## src/rtl/dacl_pkg.sv

```systemverilog
package dacl_pkg;
  typedef enum logic [1:0] {
    VERD_SHORT  = 2'd0,
    VERD_NORMAL = 2'd1,
    VERD_ALARM  = 2'd2
  } verdict_e;
endpackage

```

## src/rtl/dacl_sync.sv

```systemverilog
module dacl_sync #(
  parameter int W      = 3,
  parameter int STAGES = 2
) (
  input  logic         clk,
  input  logic         rst,
  input  logic [W-1:0] async_i,
  output logic [W-1:0] sync_o,
  output logic [W-1:0] rise_o
);
  for (genvar b = 0; b < W; b++) begin : g_bit
    logic [STAGES-1:0] chain;
    logic              prev;
    always_ff @(posedge clk) begin
      if (rst) begin
        chain <= '0;
        prev  <= 1'b0;
      end else begin
        chain <= {chain[STAGES-2:0], async_i[b]};
        prev  <= chain[STAGES-1];
      end
    end
    assign sync_o[b] = chain[STAGES-1];
    assign rise_o[b] = chain[STAGES-1] & ~prev;
  end
endmodule

```

## src/rtl/dacl_shifter.sv

```systemverilog
module dacl_shifter
  import dacl_pkg::*;
#(
  parameter int WORD_W = 16,
  localparam int SAT   = WORD_W + 1,
  localparam int CNT_W = $clog2(SAT + 1)
) (
  input  logic              clk,
  input  logic              rst,
  input  logic              bit_i,
  input  logic              edge_i,
  input  logic              load_i,
  output logic [WORD_W-1:0] word_o,
  output logic [CNT_W-1:0]  cnt_o,
  output verdict_e          verdict_o
);
  logic [WORD_W-1:0] word_q;
  logic [CNT_W-1:0]  cnt_q;

  always_ff @(posedge clk) begin
    if (rst) begin
      word_q <= '0;
      cnt_q  <= '0;
    end else if (load_i) begin
      cnt_q <= '0;
    end else if (edge_i) begin
      word_q <= {word_q[WORD_W-2:0], bit_i};
      if (cnt_q != CNT_W'(SAT)) cnt_q <= cnt_q + 1'b1;
    end
  end

  always_comb begin
    if (cnt_q > CNT_W'(WORD_W))       verdict_o = VERD_ALARM;
    else if (cnt_q == CNT_W'(WORD_W)) verdict_o = VERD_NORMAL;
    else                              verdict_o = VERD_SHORT;
  end

  assign word_o = word_q;
  assign cnt_o  = cnt_q;

  assert_cnt_saturates_R6: assert property (@(posedge clk) disable iff (rst)
    cnt_q <= CNT_W'(SAT));
  assert_cnt_clears_R6: assert property (@(posedge clk) disable iff (rst)
    load_i |=> cnt_q == '0);
endmodule

```

## src/rtl/dacl_outreg.sv

```systemverilog
module dacl_outreg
  import dacl_pkg::*;
#(
  parameter int WORD_W = 16,
  localparam int CNT_W = $clog2(WORD_W + 2)
) (
  input  logic              clk,
  input  logic              rst,
  input  logic              load_i,
  input  logic [WORD_W-1:0] word_i,
  input  logic [CNT_W-1:0]  cnt_i,
  input  verdict_e          verdict_i,
  output logic [WORD_W-1:0] code_o,
  output logic              alarm_o,
  output logic              upd_o,
  output logic              err_o
);
  always_ff @(posedge clk) begin
    if (rst) begin
      code_o  <= '0;
      alarm_o <= 1'b0;
      upd_o   <= 1'b0;
      err_o   <= 1'b0;
    end else begin
      upd_o <= 1'b0;
      err_o <= 1'b0;
      if (load_i) begin
        if (verdict_i == VERD_SHORT) begin
          err_o <= 1'b1;
        end else begin
          code_o  <= word_i;
          alarm_o <= (verdict_i == VERD_ALARM);
          upd_o   <= 1'b1;
        end
      end
    end
  end

  assert_quiet_outputs_R3: assert property (@(posedge clk) disable iff (rst)
    !upd_o |-> ($stable(code_o) && $stable(alarm_o)));
  assert_error_holds_R7: assert property (@(posedge clk) disable iff (rst)
    err_o |-> ($stable(code_o) && $stable(alarm_o) && !upd_o));
  assert_alarm_matches_count_R5: assert property (@(posedge clk) disable iff (rst)
    upd_o |-> (($past(cnt_i) >= CNT_W'(WORD_W)) &&
               (alarm_o == ($past(cnt_i) > CNT_W'(WORD_W)))));
  assert_strobe_single_R2: assert property (@(posedge clk) disable iff (rst)
    upd_o |=> !upd_o);
  assert_strobes_exclusive_R9: assert property (@(posedge clk) disable iff (rst)
    $onehot0({upd_o, err_o}));
endmodule

```

## src/rtl/dacl_serial_loader.sv

```systemverilog
module dacl_serial_loader
  import dacl_pkg::*;
#(
  parameter int WORD_W      = 16,
  parameter int SYNC_STAGES = 2,
  localparam int CNT_W      = $clog2(WORD_W + 2)
) (
  input  logic              clk,
  input  logic              rst,
  input  logic              data_in,
  input  logic              sclk_in,
  input  logic              ld_in,
  output logic [WORD_W-1:0] dac_code,
  output logic              alarm_mode,
  output logic              update_stb,
  output logic              error_stb
);
  localparam int PIN_DATA = 0;
  localparam int PIN_SCLK = 1;
  localparam int PIN_LD   = 2;

  logic [2:0]        pins_sync;
  logic [2:0]        pins_rise;
  logic [WORD_W-1:0] word;
  logic [CNT_W-1:0]  cnt;
  verdict_e          verdict;

  dacl_sync #(.W(3), .STAGES(SYNC_STAGES)) u_sync (
    .clk     (clk),
    .rst     (rst),
    .async_i ({ld_in, sclk_in, data_in}),
    .sync_o  (pins_sync),
    .rise_o  (pins_rise)
  );

  dacl_shifter #(.WORD_W(WORD_W)) u_shift (
    .clk       (clk),
    .rst       (rst),
    .bit_i     (pins_sync[PIN_DATA]),
    .edge_i    (pins_rise[PIN_SCLK]),
    .load_i    (pins_rise[PIN_LD]),
    .word_o    (word),
    .cnt_o     (cnt),
    .verdict_o (verdict)
  );

  dacl_outreg #(.WORD_W(WORD_W)) u_out (
    .clk       (clk),
    .rst       (rst),
    .load_i    (pins_rise[PIN_LD]),
    .word_i    (word),
    .cnt_i     (cnt),
    .verdict_i (verdict),
    .code_o    (dac_code),
    .alarm_o   (alarm_mode),
    .upd_o     (update_stb),
    .err_o     (error_stb)
  );
endmodule

```

## config.mk

```make
export PLATFORM = sky130hd
export DESIGN_NAME = dacl_serial_loader
export DESIGN_NICKNAME = d
export VERILOG_FILES = /design/src/rtl/dacl_pkg.sv /design/src/rtl/dacl_sync.sv /design/src/rtl/dacl_shifter.sv /design/src/rtl/dacl_outreg.sv /design/src/rtl/dacl_serial_loader.sv
export SDC_FILE = /design/constraint.sdc
export NUM_CORES = 1
export LEC_CHECK = 0
export BUFFER_PORTS_ARGS = -buffer_cell sky130_fd_sc_hd__buf_2
export CAP_MARGIN = 30
export CORE_ASPECT_RATIO = 2
export CORE_MARGIN = 2
export CORE_UTILIZATION = 35
export CTS_BUF_LIST = sky130_fd_sc_hd__clkbuf_8
export CTS_CLUSTER_SIZE = 30
export DETAILED_ROUTE_END_ITERATION = 7
export GPL_TIMING_DRIVEN = 1
export RECOVER_POWER = 25
export SLEW_MARGIN = 10
export SYNTH_ARGS = -nofsm -noshare
export SYNTH_HDL_FRONTEND = slang
export SYNTH_HIERARCHICAL = 1
export SYNTH_SLANG_ARGS = --single-unit
```

## constraint.sdc

```tcl
create_clock -name clk -period 2 [get_ports clk]
set_input_delay 0.1 -clock clk [delete_from_list [all_inputs] [get_ports clk]]
set_output_delay 0.1 -clock clk [all_outputs]
set_load 0.05 [all_outputs]
```

==> reports/metrics.json, run 1 <==
{
  "antenna_left": {"value": 0},
  "clock_latency": {"value": 0.29, "unit": "ns"},
  "finalNetCount": {"value": 233},
  "finalCritPeriodShare": {"value": 82.1, "unit": "%"},
  "run_status": {"value": "completed"},
  "finalPower": {"value": 1.69, "unit": "mW"},
  "max-cap-violations": {"value": 0},
  "top_layer": {"value": "met4"},
  "timing.final.hold_violations": {"value": 0},
  "routed_via_density": {"value": 4.52},
  "cts_root_buffer": {"value": "sky130_fd_sc_hd__clkbuf_8"},
  "grt_overflow": {"value": 0},
  "share_of_layout_cells_above_drive_strength_1": {"value": 11.1, "unit": "%"},
  "tritoncts": {"value": "built"},
  "path_class": {"value": "reg2reg"},
  "antenna_found_initial": {"value": 0},
  "grt_first_pass_wirelength": {"value": 5150, "unit": "µm"},
  "holdCritPathClass": {"value": "in2reg"},
  "rsz0062_at_grt": {"value": "no"},
  "timing.fmax": {"value": 609, "unit": "MHz"},
  "die_h": {"value": 108, "unit": "µm"},
  "gp_routability_congestion": {"value": 0.788},
  "worst_slack": {"value": 0.357, "unit": "ns"},
  "post_dp_cell_area": {"value": 2030, "unit": "µm²"},
  "area_growth_syn_to_layout": {"value": 12.4, "unit": "%"},
  "cp.required": {"value": 2.22, "unit": "ns"},
  "ir_drop": {"value": 0.557, "unit": "mV"},
  "worst-path-max-fanout": {"value": 16},
  "most_common_cell_after_layout_fill_and_taps_aside": {"value": "sky130_fd_sc_hd__dfxtp_1"},
  "route.layer.met1.wl": {"value": 1490, "unit": "µm"},
  "yosysWarningCount": {"value": 6},
  "dpl.cell_count": {"value": 277},
  "met2WireLength": {"value": 1320, "unit": "µm"},
  "placement.io_buffers": {"value": 23},
  "synth_area_per_cell": {"value": 9.41, "unit": "µm²"},
  "dieArea": {"value": 6070, "unit": "µm²"},
  "insertedDiodeCount": {"value": 0},
  "first_global_vias": {"value": 1197},
  "met3RoutedLength": {"value": 153, "unit": "µm"},
  "avgRoutedWirePerCell": {"value": 10.4, "unit": "µm"},
  "boundaryPins": {"value": 24},
  "post_cts_resized": {"value": 0},
  "core_region_area": {"value": 5330, "unit": "µm²"},
  "synth_fp_nets": {"value": 210},
  "cp.arrival": {"value": 1.86, "unit": "ns"},
  "post_synth_instance_area": {"value": 1900, "unit": "µm²"},
  "global_route.usage.total": {"value": 10.6, "unit": "%"},
  "route.vias.total": {"value": 1294},
  "setup_viol": {"value": 0},
  "setup.worst_path.end_class": {"value": "register"},
  "worst_clock_skew": {"value": 0.00545, "unit": "ns"},
  "post-route-cell-area": {"value": 2140, "unit": "µm²"},
  "initialDrtViolationCount": {"value": 29},
  "syn-instance-count": {"value": 202},
  "finished_layout_cells": {"value": 286},
  "clock_sinks": {"value": 48},
  "drt-total-wl": {"value": 2990, "unit": "µm"},
  "number_of_iterations_in_the_first_detailed_routing_pass": {"value": 4},
  "finalSetupTns": {"value": 0, "unit": "ns"},
  "path_clk_slew": {"value": 0.08, "unit": "ns"},
  "max_slew_margin": {"value": 49.7, "unit": "%"},
  "timing_max_transition_violations_final": {"value": 0},
  "num_rows": {"value": 38},
  "power_leakage": {"value": 0.769, "unit": "nW"},
  "layout.cells.most_common_list": {"value": "sky130_fd_sc_hd__dfxtp_1 (48), sky130_fd_sc_hd__nand2_1 (39), sky130_fd_sc_hd__nand2b_1 (34)"},
  "dp_slack": {"value": 0.360, "unit": "ns"},
  "finalCriticalPeriod": {"value": 1.64, "unit": "ns"},
  "start_util": {"value": 35.7, "unit": "%"},
  "cts.path.max_buffers": {"value": 2},
  "grt_max_degree": {"value": 56},
  "max_slew.worst_pin.slew": {"value": 0.755, "unit": "ns"},
  "power.density": {"value": 792, "unit": "nW/µm²"},
  "cts_htree_levels": {"value": 2},
  "worst_setup_path_start_kind": {"value": "register"},
  "dp.final_hpwl": {"value": 1880, "unit": "µm"},
  "detail_route.drc_violations": {"value": 0},
  "die_width": {"value": 56.1, "unit": "µm"},
  "cts_made_buffers": {"value": 5}
}
where the power goes:
| part | total [mW] | internal (mW) | switching [mW] |
|---|---|---|---|
| Clock | 0.665 | 0.366 | 0.300 |
| Sequential | 0.967 | 0.963 | 0.00336 |
| Combinational | 0.0592 | 0.0243 | 0.0350 |
| Total | 1.69 | 1.35 | 0.338 |
layout make-up:
class                      count  area, µm²
fill                         554       3190
sequential                    48        961
multi-input combinational    140        843
timing repair buffer          28        141
tap                           60       75.1
clock buffer                   5       68.8
clock inverter                 3       38.8
inverter                       2       7.51
flip-flops by register name, summed over array words and instances, names as in the netlist:
signal              flops
u_out/alarm_o           1
u_out/code_o           16
u_out/err_o             1
u_out/upd_o             1
u_shift/cnt_o           5
u_shift/word_o         16
u_sync/g_bit.chain      6
u_sync/g_bit.prev       2
path summary, 6_finish.rpt:
path	slack [ns]	startpoint	to	depth (start not counted)
max	0.36	u_shift/cnt_o[0]$_SDFFE_PP0P_	u_out/code_o[9]$_SDFFE_PP0P_	6
min	0.02	ld_in	u_sync/g_bit[2].chain[0]$_SDFF_PP0_	2
max reg2reg	0.36	u_shift/cnt_o[0]$_SDFFE_PP0P_	u_out/code_o[9]$_SDFFE_PP0P_	6
min reg2reg	0.44	u_sync/g_bit[0].chain[1]$_SDFF_PP0_	u_shift/word_o[0]$_SDFFE_PP0P_	2
per-layer routing:
metal	track usage [%]	vias up
met1	13.3	568
met2	16.4	35
met3	3.59	2
met4	4.59	0
met5	0	-
li1	-	689
critical path, cell delays in order, from the launching register on:
cell and delay (ns):
sky130_fd_sc_hd__dfxtp_1 0.41, sky130_fd_sc_hd__inv_1 0.09, sky130_fd_sc_hd__ha_1 0.22, sky130_fd_sc_hd__a21boi_0 0.22, sky130_fd_sc_hd__o21a_1 0.14, sky130_fd_sc_hd__buf_4 0.28, sky130_fd_sc_hd__mux2i_1 0.22
per-stage QoR:
step	utilization (%)	hold WS [ns]
final	40.1	0.0212
after global routing	40.1	0.0235
after CTS	40.4	0.0127
after detailed placement	38.2	0.312
after global placement	38.2	0.311
after floorplan	-	0.172
repair_timing:
item / in CTS / in global routing
endpoints found under the hold margin: 1 / 0
hold buffers: 1 / 0
setup buffers: 0 / 0
Note: power is estimated with default switching activity, not from simulation.
==> run 2: changes to the inputs <==
==> constraint.sdc (replaced) <==
create_clock -name clk -period 1.5 [get_ports clk]
set_input_delay 0.075 -clock clk [delete_from_list [all_inputs] [get_ports clk]]
set_output_delay 0.075 -clock clk [all_outputs]
set_load 0.05 [all_outputs]
==> reports/metrics.json, run 2 (same netlist as run 1, synthesis figures left out) <==
{
  "cp.depth": {"value": 6, "change": "unchanged"},
  "finalSetupTns": {"value": 0, "unit": "ns", "change": "unchanged"},
  "die_width": {"value": 56.1, "unit": "µm", "change": "unchanged"},
  "antenna_left": {"value": 0, "change": "unchanged"},
  "rsz0062_at_grt": {"value": "no"},
  "insertedDiodeCount": {"value": 0, "change": "unchanged"},
  "clock_sinks": {"value": 48, "change": "unchanged"},
  "timing.fmax": {"value": 686, "unit": "MHz", "change": "+13%"},
  "internal_power": {"value": 1.74, "unit": "mW", "change": "+29%"},
  "timing.final.hold_violations": {"value": 0, "change": "unchanged"},
  "cts_made_buffers": {"value": 5, "change": "unchanged"},
  "drt-total-wl": {"value": 3210, "unit": "µm", "change": "+7.4%"},
  "layout.cells.most_common_list": {"value": "sky130_fd_sc_hd__dfxtp_1 (47), sky130_fd_sc_hd__nand2_1 (39), sky130_fd_sc_hd__nand2b_1 (34)"},
  "worst_clock_skew": {"value": 0.00553, "unit": "ns", "change": "+0.0000813 ns"},
  "initialDrtViolationCount": {"value": 33, "change": "+14%"},
  "finalCritPeriodShare": {"value": 97.2, "unit": "%", "change": "+15 points"},
  "cp.required": {"value": 1.69, "unit": "ns", "change": "-0.53 ns"},
  "detail_route.drc_violations": {"value": 0, "change": "unchanged"},
  "routed_via_density": {"value": 4.56, "change": "+0.85%"},
  "run_status": {"value": "completed"},
  "finalNetCount": {"value": 241, "change": "+3.4%"},
  "timing.critical_path.slowest_stage_cell": {"value": "sky130_fd_sc_hd__dfxtp_4"},
  "worst_hold_slack": {"value": 0.162, "unit": "ns", "change": "+0.141 ns"},
  "crit_path_cell_trace": {"value": "inv_1 -> ha_1 -> and3_4 -> o21a_4 -> clkbuf_16 -> mux2i_1"},
  "pwr-share-comb": {"value": 4.3, "unit": "%", "change": "+0.8 points"},
  "switching_share_of_power": {"value": 20.7, "unit": "%", "change": "+0.76 points"},
  "route.vias.total": {"value": 1337, "change": "+3.3%"},
  "crit_family": {"value": "flip-flops"},
  "setup.worst_path.end_class": {"value": "register"},
  "tritoncts": {"value": "built"},
  "placement.io_buffers": {"value": 23, "change": "unchanged"},
  "dieArea": {"value": 6070, "unit": "µm²", "change": "unchanged"},
  "cts_root_buffer": {"value": "sky130_fd_sc_hd__clkbuf_8"},
  "core_region_area": {"value": 5330, "unit": "µm²", "change": "unchanged"},
  "fraction_of_power_consumed_by_the_clock_network": {"value": 37.0, "unit": "%", "change": "-2.3 points"},
  "total_switching_power": {"value": 455, "unit": "µW", "change": "+35%"},
  "slowest_delay": {"value": 0.37, "unit": "ns", "change": "-0.04 ns"},
  "critical_path.n_buffers_inverters": {"value": 2, "change": "unchanged"},
  "worst_setup_path_start_kind": {"value": "register"},
  "first_global_vias": {"value": 1230, "change": "+2.8%"},
  "setup_viol": {"value": 0, "change": "unchanged"},
  "grt_max_degree": {"value": 34, "change": "-39%"},
  "share_of_layout_cells_above_drive_strength_1": {"value": 15.5, "unit": "%", "change": "+4.4 points"},
  "timing_max_transition_violations_final": {"value": 0, "change": "unchanged"},
  "area_growth_syn_to_layout": {"value": 18.7, "unit": "%"},
  "dp.final_hpwl": {"value": 2050, "unit": "µm", "change": "+9.1%"},
  "post_dp_cell_area": {"value": 2100, "unit": "µm²", "change": "+3.1%"},
  "boundaryPins": {"value": 24, "change": "unchanged"},
  "die_h": {"value": 108, "unit": "µm", "change": "unchanged"},
  "grt_first_pass_wirelength": {"value": 5170, "unit": "µm", "change": "+0.41%"},
  "multi_input_area": {"value": 860, "unit": "µm²", "change": "+1.9%"},
  "cts_htree_levels": {"value": 2, "change": "unchanged"},
  "n_fill_cell": {"value": 550, "change": "-0.72%"},
  "path_clk_slew": {"value": 0.08, "unit": "ns", "change": "about the same"},
  "max-cap-violations": {"value": 0, "change": "unchanged"},
  "whs_path_depth": {"value": 2, "change": "unchanged"},
  "most_common_cell_after_layout_fill_and_taps_aside": {"value": "sky130_fd_sc_hd__dfxtp_1"},
  "cts.path.max_buffers": {"value": 2, "change": "unchanged"},
  "power.density": {"value": 973, "unit": "nW/µm²", "change": "+23%"},
  "power_leakage": {"value": 0.816, "unit": "nW", "change": "+6.1%"},
  "rr_worst_depth": {"value": 6, "change": "unchanged"},
  "worst-path-max-fanout": {"value": 8, "change": "-8"},
  "avgRoutedWirePerCell": {"value": 11.0, "unit": "µm", "change": "+4.8%"},
  "finalCriticalPeriod": {"value": 1.46, "unit": "ns", "change": "-0.184 ns"},
  "global_route.usage.total": {"value": 10.6, "unit": "%", "change": "+0.017 points"},
  "max_slew_margin": {"value": 60.5, "unit": "%", "change": "+11 points"},
  "sequential_cell_area": {"value": 965, "unit": "µm²", "change": "+0.39%"},
  "path_class": {"value": "reg2reg"},
  "gp_routability_congestion": {"value": 0.795, "change": "+0.99%"},
  "cp.arrival": {"value": 1.65, "unit": "ns", "change": "-0.21 ns"},
  "max_slew.worst_pin.slew": {"value": 0.595, "unit": "ns", "change": "-0.160 ns"},
  "reg_power_share": {"value": 58.7, "unit": "%", "change": "+1.5 points"},
  "ir_drop": {"value": 0.585, "unit": "mV", "change": "+5.0%"},
  "num_rows": {"value": 38, "change": "unchanged"},
  "holdCritPathClass": {"value": "in2reg"},
  "number_of_iterations_in_the_first_detailed_routing_pass": {"value": 4, "change": "unchanged"},
  "clock_latency": {"value": 0.30, "unit": "ns", "change": "about the same"},
  "start_util": {"value": 35.7, "unit": "%", "change": "unchanged"},
  "antenna_found_initial": {"value": 0, "change": "unchanged"},
  "post-route-cell-area": {"value": 2260, "unit": "µm²", "change": "+5.6%"},
  "grt_overflow": {"value": 0, "change": "unchanged"}
}
[run 2: cell count changes in the layout (fill, tap and decap cells not counted), moves of 2 or more]
cell | previous run | this run
sky130_fd_sc_hd__buf_12 | 0 | 2
sky130_fd_sc_hd__buf_4 | 3 | 7
sky130_fd_sc_hd__clkbuf_8 | 5 | 7
sky130_fd_sc_hd__dlygate4sd3_1 | 1 | 3
[run 2: worst paths after layout]
kind / from / to / slack (ns)
worst min-delay path: rst / u_sync/g_bit[1].chain[0]$_SDFF_PP0_ / 0.16
worst min register to register: u_sync/g_bit[0].chain[1]$_SDFF_PP0_ / u_shift/word_o[0]$_SDFFE_PP0P_ / 0.45
worst max register to register: u_shift/cnt_o[0]$_SDFFE_PP0P_ / u_out/code_o[7]$_SDFFE_PP0P_ / 0.04
worst max-delay path: u_shift/cnt_o[0]$_SDFFE_PP0P_ / u_out/code_o[7]$_SDFFE_PP0P_ / 0.04
[run 2: per-layer routing]
metal | share of wire [%] | vias up | track usage, %
li1 | - | 705 | -
met1 | 46 | 594 | 12.4
met2 | 47 | 34 | 17.7
met3 | 4.9 | 4 | 2.87
met4 | 1.7 | 0 | 5.10
met5 | 0 | - | 0
[run 2: power groups by stage]
stage          logic (mW)  registers [mW]  clock network (mW)
5_1_grt             0.105            1.29               0.888
6_report           0.0951            1.29               0.813
4_1_cts            0.0955            1.29               0.856
2_1_floorplan      0.0610            1.32                   0
3_5_place_dp       0.0894            1.32                   0
3_3_place_gp       0.0875            1.32                   0
[run 2: what timing repair did]
| item | CTS | global route |
|---|---|---|
| gates resized for setup | 0 | 5 |
| hold buffers | 3 | 0 |
| hold endpoints to repair | 3 | 0 |
| setup buffers | 0 | 0 |
| endpoints found under the setup margin | 0 | 12 |
[run 2: metrics by stage]
stage               setup WS (ns)  power [mW]  instances  util, %
finish                     0.0415        2.20        293     42.4
CTS                        0.0298        2.24        292     41.7
global route              0.00280        2.28        293     42.4
floorplan                  0.0409        1.38        202        -
global placement           0.0869        1.41        282     39.4
detailed placement         0.0398        1.41        282     39.4
[run 2: cell type report]
type	instances	share of cell area, %
sequential	48	42.8
multi-input combinational	140	38.1
timing repair buffer	36	11.2
clock buffer	7	4.27
tap	60	3.33
inverter	2	0.333
